<file path="src/rtl/ts64_pkg.sv">
// Package: register map, control bit positions and address decode shared by
// the timestamp counter. Assumes an 8-bit byte address and 32-bit words.
package ts64_pkg;

    localparam int REG_ADDR_W = 8;
    typedef logic [REG_ADDR_W-1:0] reg_addr_t;

    localparam reg_addr_t A_CTRL    = 8'h68;
    localparam reg_addr_t A_LIVE_LO = 8'h6C;
    localparam reg_addr_t A_LIVE_HI = 8'h70;
    localparam reg_addr_t A_LOAD_LO = 8'h74;
    localparam reg_addr_t A_LOAD_HI = 8'h78;
    localparam reg_addr_t A_SNAP_LO = 8'h7C;
    localparam reg_addr_t A_SNAP_HI = 8'h80;

    localparam int CTL_RUN_BIT  = 0;
    localparam int CTL_LOAD_BIT = 1;

    typedef enum logic [2:0] {
        SEL_NONE,
        SEL_CTRL,
        SEL_LIVE,
        SEL_LOAD,
        SEL_SNAP
    } reg_sel_e;

    typedef struct packed {
        reg_sel_e sel;
        logic     hi;
    } reg_dec_t;

    // Map a byte address to a register group and a word half.
    function automatic reg_dec_t decode(input reg_addr_t a);
        reg_dec_t d;
        d = '{sel: SEL_NONE, hi: 1'b0};
        case (a)
            A_CTRL:    d = '{sel: SEL_CTRL, hi: 1'b0};
            A_LIVE_LO: d = '{sel: SEL_LIVE, hi: 1'b0};
            A_LIVE_HI: d = '{sel: SEL_LIVE, hi: 1'b1};
            A_LOAD_LO: d = '{sel: SEL_LOAD, hi: 1'b0};
            A_LOAD_HI: d = '{sel: SEL_LOAD, hi: 1'b1};
            A_SNAP_LO: d = '{sel: SEL_SNAP, hi: 1'b0};
            A_SNAP_HI: d = '{sel: SEL_SNAP, hi: 1'b1};
            default:   d = '{sel: SEL_NONE, hi: 1'b0};
        endcase
        return d;
    endfunction

endpackage

</file>
<file path="src/rtl/ts64_prescaler.sv">
// Prescaler: gives one tick every DIV+1 clocks while run is high. It restarts
// from zero whenever run is low. A divider lowered on the fly takes effect at
// once: the compare is >=, so the phase cannot overshoot.
module ts64_prescaler #(
    parameter int DIV_W = 16
) (
    input  logic             clk,
    input  logic             rst_n,
    input  logic             run,
    input  logic [DIV_W-1:0] div,
    output logic             tick
);

    logic [DIV_W-1:0] phase_q;

    // Tick when the phase has reached the divider.
    always_comb tick = run && (phase_q >= div);

    // Advance the phase, wrapping on a tick and clearing while stopped.
    always_ff @(posedge clk) begin
        if (!rst_n)       phase_q <= '0;
        else if (!run)    phase_q <= '0;
        else if (tick)    phase_q <= '0;
        else              phase_q <= phase_q + 1'b1;
    end

    // With a steady nonzero divider, two ticks never come back to back.
    assert_tick_gap_R4: assert property (@(posedge clk) disable iff (!rst_n)
        ($past(tick) && $past(run) && run && (div != '0) && $stable(div)) |-> !tick);

    // A stopped prescaler never ticks.
    assert_no_tick_stopped_R12: assert property (@(posedge clk) disable iff (!rst_n)
        !run |-> !tick);

endmodule

</file>
<file path="src/rtl/ts64_core.sv">
// Counter core: a CNT_W-bit count that steps on tick and wraps at 2^CNT_W.
// A load takes priority over a tick that falls on the same edge.
module ts64_core #(
    parameter int CNT_W = 64
) (
    input  logic             clk,
    input  logic             rst_n,
    input  logic             tick,
    input  logic             load_en,
    input  logic [CNT_W-1:0] load_val,
    output logic [CNT_W-1:0] cnt
);

    // Update the count: load first, then step.
    always_ff @(posedge clk) begin
        if (!rst_n)       cnt <= '0;
        else if (load_en) cnt <= load_val;
        else if (tick)    cnt <= cnt + 1'b1;
    end

    assert_load_wins_R9: assert property (@(posedge clk) disable iff (!rst_n)
        $past(load_en) |-> (cnt == $past(load_val)));

    assert_step_wrap_R5: assert property (@(posedge clk) disable iff (!rst_n)
        (!$past(load_en) && $past(tick)) |-> (cnt == $past(cnt) + 1'b1));

    assert_hold_idle_R12: assert property (@(posedge clk) disable iff (!rst_n)
        (!$past(load_en) && !$past(tick)) |-> $stable(cnt));

endmodule

</file>
<file path="src/rtl/ts64_shadow.sv">
// Shadow register: captures the whole count in one clock on snap and holds it
// until the next snap. Snap is a one-clock pulse.
module ts64_shadow #(
    parameter int CNT_W = 64
) (
    input  logic             clk,
    input  logic             rst_n,
    input  logic             snap,
    input  logic [CNT_W-1:0] src,
    output logic [CNT_W-1:0] shadow
);

    // Capture the source on snap.
    always_ff @(posedge clk) begin
        if (!rst_n)    shadow <= '0;
        else if (snap) shadow <= src;
    end

    assert_snap_copy_R6: assert property (@(posedge clk) disable iff (!rst_n)
        $past(snap) |-> (shadow == $past(src)));

    assert_snap_hold_R6: assert property (@(posedge clk) disable iff (!rst_n)
        !$past(snap) |-> $stable(shadow));

endmodule

</file>
<file path="src/rtl/ts64_timestamp.sv">
// Top: register decode for the 64-bit timestamp counter. Writes take effect on
// the strobe edge. Reads are combinational from addr. The counter is two bus
// words wide. Bit 0 of control is run; run with bit 1 set loads, run with
// bit 1 clear snapshots.
module ts64_timestamp #(
    parameter int BUS_W = 32,
    parameter int DIV_W = 16
) (
    input  logic                          clk,
    input  logic                          rst_n,
    input  logic                          wr_en,
    input  logic [ts64_pkg::REG_ADDR_W-1:0] addr,
    input  logic [BUS_W-1:0]              wdata,
    output logic [BUS_W-1:0]              rdata
);
    import ts64_pkg::*;

    localparam int CNT_W   = 2 * BUS_W;
    localparam int N_WORDS = CNT_W / BUS_W;
    localparam int DIV_LSB = BUS_W - DIV_W;

    reg_dec_t         dec;
    logic             ctrl_wr, snap, load_en, tick;
    logic             run_q;
    logic [DIV_W-1:0] div_q;
    logic [CNT_W-1:0] load_val, cnt, shadow;

    // Decode the address and split control writes into commands.
    always_comb begin
        dec     = decode(addr);
        ctrl_wr = wr_en && (dec.sel == SEL_CTRL);
        snap    = ctrl_wr && wdata[CTL_RUN_BIT] && !wdata[CTL_LOAD_BIT];
        load_en = ctrl_wr && wdata[CTL_RUN_BIT] &&  wdata[CTL_LOAD_BIT];
    end

    // Hold the run enable and the divider from the last control write.
    always_ff @(posedge clk) begin
        if (!rst_n) begin
            run_q <= 1'b0;
            div_q <= '0;
        end else if (ctrl_wr) begin
            run_q <= wdata[CTL_RUN_BIT];
            div_q <= wdata[DIV_LSB +: DIV_W];
        end
    end

    // One read/write load word per bus word of the counter.
    for (genvar w = 0; w < N_WORDS; w++) begin : g_load
        logic [BUS_W-1:0] word_q;
        // Store the load word addressed by this write.
        always_ff @(posedge clk) begin
            if (!rst_n) word_q <= '0;
            else if (wr_en && (dec.sel == SEL_LOAD) && (dec.hi == 1'(w))) word_q <= wdata;
        end
        assign load_val[w*BUS_W +: BUS_W] = word_q;
    end

    ts64_prescaler #(.DIV_W(DIV_W)) u_pre (
        .clk(clk), .rst_n(rst_n), .run(run_q), .div(div_q), .tick(tick)
    );

    ts64_core #(.CNT_W(CNT_W)) u_core (
        .clk(clk), .rst_n(rst_n), .tick(tick), .load_en(load_en),
        .load_val(load_val), .cnt(cnt)
    );

    ts64_shadow #(.CNT_W(CNT_W)) u_shadow (
        .clk(clk), .rst_n(rst_n), .snap(snap), .src(cnt), .shadow(shadow)
    );

    // Select the read word; unmapped addresses read as zero.
    always_comb begin
        rdata = '0;
        case (dec.sel)
            SEL_CTRL: begin
                rdata[DIV_LSB +: DIV_W] = div_q;
                rdata[CTL_RUN_BIT]      = run_q;
            end
            SEL_LIVE: rdata = dec.hi ? cnt[CNT_W-1:BUS_W]      : cnt[BUS_W-1:0];
            SEL_LOAD: rdata = dec.hi ? load_val[CNT_W-1:BUS_W] : load_val[BUS_W-1:0];
            SEL_SNAP: rdata = dec.hi ? shadow[CNT_W-1:BUS_W]   : shadow[BUS_W-1:0];
            default:  rdata = '0;
        endcase
    end

    assert_run_follows_R3: assert property (@(posedge clk) disable iff (!rst_n)
        $past(ctrl_wr) |-> (run_q == $past(wdata[CTL_RUN_BIT])));

    assert_load_regs_hold_R8: assert property (@(posedge clk) disable iff (!rst_n)
        !$past(wr_en) |-> $stable(load_val));

    assert_ro_write_ignored_R10: assert property (@(posedge clk) disable iff (!rst_n)
        ($past(wr_en) && ($past(dec.sel) == SEL_SNAP)) |-> $stable(shadow));

    assert_cmd_needs_run_R11: assert property (@(posedge clk) disable iff (!rst_n)
        ($past(ctrl_wr) && !$past(wdata[CTL_RUN_BIT])) |-> $stable(shadow));

endmodule

</file>
<file path="config.mk">
export PLATFORM = sky130hd
export DESIGN_NAME = ts64_timestamp
export DESIGN_NICKNAME = d
export VERILOG_FILES = /design/src/rtl/ts64_pkg.sv /design/src/rtl/ts64_prescaler.sv /design/src/rtl/ts64_core.sv /design/src/rtl/ts64_shadow.sv /design/src/rtl/ts64_timestamp.sv
export SDC_FILE = /design/constraint.sdc
export NUM_CORES = 1
export LEC_CHECK = 0
export ABC_AREA = 1
export ABC_CLOCK_PERIOD_IN_PS = 3850
export BUFFER_PORTS_ARGS = -buffer_cell sky130_fd_sc_hd__buf_2
export CAP_MARGIN = 20
export CORE_ASPECT_RATIO = 1.5
export CORE_MARGIN = 2
export CORE_UTILIZATION = 65
export CTS_CLUSTER_DIAMETER = 200
export DETAILED_ROUTE_END_ITERATION = 10
export PLACE_DENSITY = 0.84
export SETUP_SLACK_MARGIN = 0.05
export SLEW_MARGIN = 15
export SYNTH_ARGS = -nofsm -noshare
export SYNTH_HDL_FRONTEND = slang
export SYNTH_HIERARCHICAL = 1
export SYNTH_SLANG_ARGS = --single-unit
</file>
<file path="constraint.sdc">
create_clock -name clk -period 3.85 [get_ports clk]
set_input_delay 0.9625 -clock clk [delete_from_list [all_inputs] [get_ports clk]]
set_output_delay 0.9625 -clock clk [all_outputs]
set_load 0.05 [all_outputs]
</file>
==> run summary <==
Gpl congestion: 0.972
Chip Width: 125 um
CP max FO: 27
DRT antenna net count: 0
Vias: 14905
Maximum Capacitance Violations: 0
Nets: 2441
Critical Path AT: 2680 ps
Starting density of the core: 65.9%
Synth Flop Type: dfxtp_1
Ys async rst share: 0%
Psw: 1.10 mW
Initial antenna violation count: 0
Vias in the first global route: 13980
Crit path capture: rdata[0]
Final setup viols: 0
First drt pass iteration count: 5
Max stage delay on crit path: 270 ps
Max stage delay cell, worst path: buf_2
Area grow syn2layout: 9.10%
Register area share after synthesis: 31.6%
First-pass GRT wire length: 72100 um
Routed wire per std cell: 17.2 um
Flop and latch count out of synthesis: 225
Final Max Tran Viols: 0
Pwr Density: 311 nW/um^2
Pin count of the biggest net entering global routing: 81
Worst-case clock buffer depth: 3
Core area: 21600 sq um
Post-CTS Setup Bufs: 0
FF-to-FF Start: u_pre/phase_q[3]$_SDFF_PP0_
EDFF count, synth: 0
Post-Syn Nets: 2419
Most used cell, CP: nor2_1
Die extent in y: 185 um
FF-to-FF setup slack: 1130 ps
Status: complete, no violations
FF-to-FF path depth: 15
Internal power: 3.73 mW
Switch share: 22.8%
# diodes: 0
WL final: 45900 um
Final hold violation count: 0
PostCTS Resize Cnt: 0
Share of layout cells above drive strength 1: 10.1%
CTS HTree Levels: 1
Overall routing resource usage: 38.9%
Io pins: 75
Global route overflow: 0
Leakage power: 6.30 nW
DRC errors left: 0
Critical Path End Type: primary output
Core Rows: 66
Clock root buffer: clkbuf_16
Slew @ Worst Pin: 661 ps
Crit path time final: 3640 ps
Die area: 23200 sq um
Clk sinks: 225
CP required: 2890 ps
Clk_skew: 15.6 ps
Class of the worst hold path: reg2reg
Largest cells by area after synthesis: dfxtp_1 32%, nand2_1 17%, nor2_1 12%, inv_1 8.3%, nand3_1 8.2%
Post-CTS Hold Fix Bufs: 0
CTS tree: yes
CP Launch Type: input port
CTS buffer count: 23
Setup TNS Final: 0 ps
Area leader, netlist: dfxtp_1
Clk pwr share: 48.1%
DR iter-0 viols: 1428
Tot Pwr: 4.83 mW
Clock latency on the worst-skew pair: 530 ps
Drt via density: 5.59
Crit-path cells: buf_2 -> inv_1 -> nand2_1 -> nor2_2 -> nand2_2 -> buf_4 -> nand3_4 -> buf_12 -> nor2_1 -> nor2_1 -> nor2_1 -> nand2_1 -> buf_2
Post-DP HPWL: 33000 um
Slew HR: 56.0%
Synth Cell Area: 14300 sq um
Peak Freq: 274 MHz
Worst vdd ir: 377 uV
Final period utilization: 94.7%
Yosys top cell area share: 31.6%
Combinational share of power: 3.7%
Count of buffers from port buffering: 74
Synth cell types: 43
RSZ-0062 raised after global routing: no
Commonest non-fill, non-tap cells in the layout: 662 x nand2_1, 444 x nor2_1, 317 x inv_1, 234 x nand3_1, 225 x dfxtp_1
Mean Syn Cell Area: 6.05 sq um
Reg2Reg Capture Point: u_core/cnt[36]$_SDFFE_PN0P_
Most common cell after layout, fill and taps aside: nand2_1
Syn Inst Count: 2358
Setup CP Type: in2out
Synth Warn #: 6
Power share of the sequential group: 48.3%
Clk slew on worst S/H paths: 60 ps
Crit. Startpoint: addr[0]
==> metrics by stage <==
| step | cells | cell area (sq um) | utilization (%) | worst slack, ps | hold slack, ps |
|---|---|---|---|---|---|
| 6_report | 2667 | 15600 | 71.9 | 205 | 469 |
| 5_1_grt | 2667 | 15600 | 71.9 | 96.6 | 486 |
| 4_1_cts | 2667 | 15600 | 71.9 | 222 | 470 |
| 3_5_place_dp | 2627 | 14800 | 68.3 | 262 | 462 |
| 3_3_place_gp | 2627 | 14800 | 68.3 | 291 | 455 |
| 2_1_floorplan | 2358 | 14300 | - | 538 | 439 |
==> synth_stat cells (2+ instances only) <==
library cell / instances
a22oi_1: 47
inv_2: 9
nor3_4: 2
buf_4: 14
o21ai_2: 2
nand4_1: 30
o21bai_2: 3
inv_1: 317
o21ai_1: 3
a31oi_1: 11
nor3_1: 2
nand3_1: 234
nand3_4: 2
o21ai_0: 20
o21bai_1: 16
nand2_2: 17
nor2_1: 448
buf_6: 13
nor2_8: 2
nor2_4: 9
dfxtp_1: 225
nand2_4: 8
nand3_2: 2
buf_1: 7
clkbuf_1: 42
a21boi_0: 2
xor2_1: 20
nor2_2: 28
ha_1: 18
buf_2: 37
xnor2_1: 23
nand2_1: 662
a21oi_1: 73
==> power groups by stage <==
stage	registers [mW]	logic [mW]	clock network [mW]
final	2.33	0.177	2.32
after global routing	2.33	0.194	2.42
after CTS	2.33	0.174	2.34
after detailed placement	2.38	0.173	0
after global placement	2.38	0.170	0
after floorplan	2.38	0.110	0
==> final cells by class <==
cell class / count / area [sq um]
fillers: 1953 / 6080
well taps: 272 / 340
multi-input cells: 1693 / 7940
flip-flops and latches: 225 / 4500
clock buffers: 35 / 721
clock inverters: 5 / 53.8
repair buffers: 111 / 776
inverters: 326 / 1220
==> logic make-up after synthesis <==
group                      synth area share [%]
and+or+nand+nor                            43.3
buffers and inverters                      13.0
DFF                                        31.6
AOI/OAI and AO/OA                          7.85
xor gates and xnor gates                   2.64
adders and majority gates                  1.58
==> flip-flops by register name (all words and copies together), names as in the netlist <==
name             flops
g_load.word_q       64
div_q               16
u_shadow/shadow     64
u_core/cnt          64
u_pre/phase_q       16
run_q                1
==> routing by layer <==
layer  GRT usage (%)  up-vias  part of all wire, %
li1                -     7313                    -
met1            41.3     6717                   36
met2            67.6      657                   48
met3            3.55      218                  5.4
met4            36.9        0                   11
met5               0        -                    0
==> worst min-delay path by stage <==
stage / startpoint / to / slack (ps) / cells past startpoint
floorplan: u_pre/phase_q[0]$_SDFF_PP0_ / u_pre/phase_q[0]$_SDFF_PP0_ / 440 / 1
global placement: div_q[13]$_SDFFE_PN0P_ / div_q[13]$_SDFFE_PN0P_ / 460 / 2
detailed placement: div_q[11]$_SDFFE_PN0P_ / div_q[11]$_SDFFE_PN0P_ / 460 / 2
CTS: u_shadow/shadow[41]$_SDFFE_PN0P_ / u_shadow/shadow[41]$_SDFFE_PN0P_ / 470 / 2
global route: u_shadow/shadow[5]$_SDFFE_PN0P_ / u_shadow/shadow[5]$_SDFFE_PN0P_ / 490 / 2
finish: div_q[8]$_SDFFE_PN0P_ / div_q[8]$_SDFFE_PN0P_ / 470 / 2
==> worst max-delay path: cells and delay by family <==
kind / cells / cell delay (ps)
AND/OR/NAND/NOR: 8 / 880
buffers and inverters: 5 / 830
No activity file was read; power rests on OpenSTA's default activity.
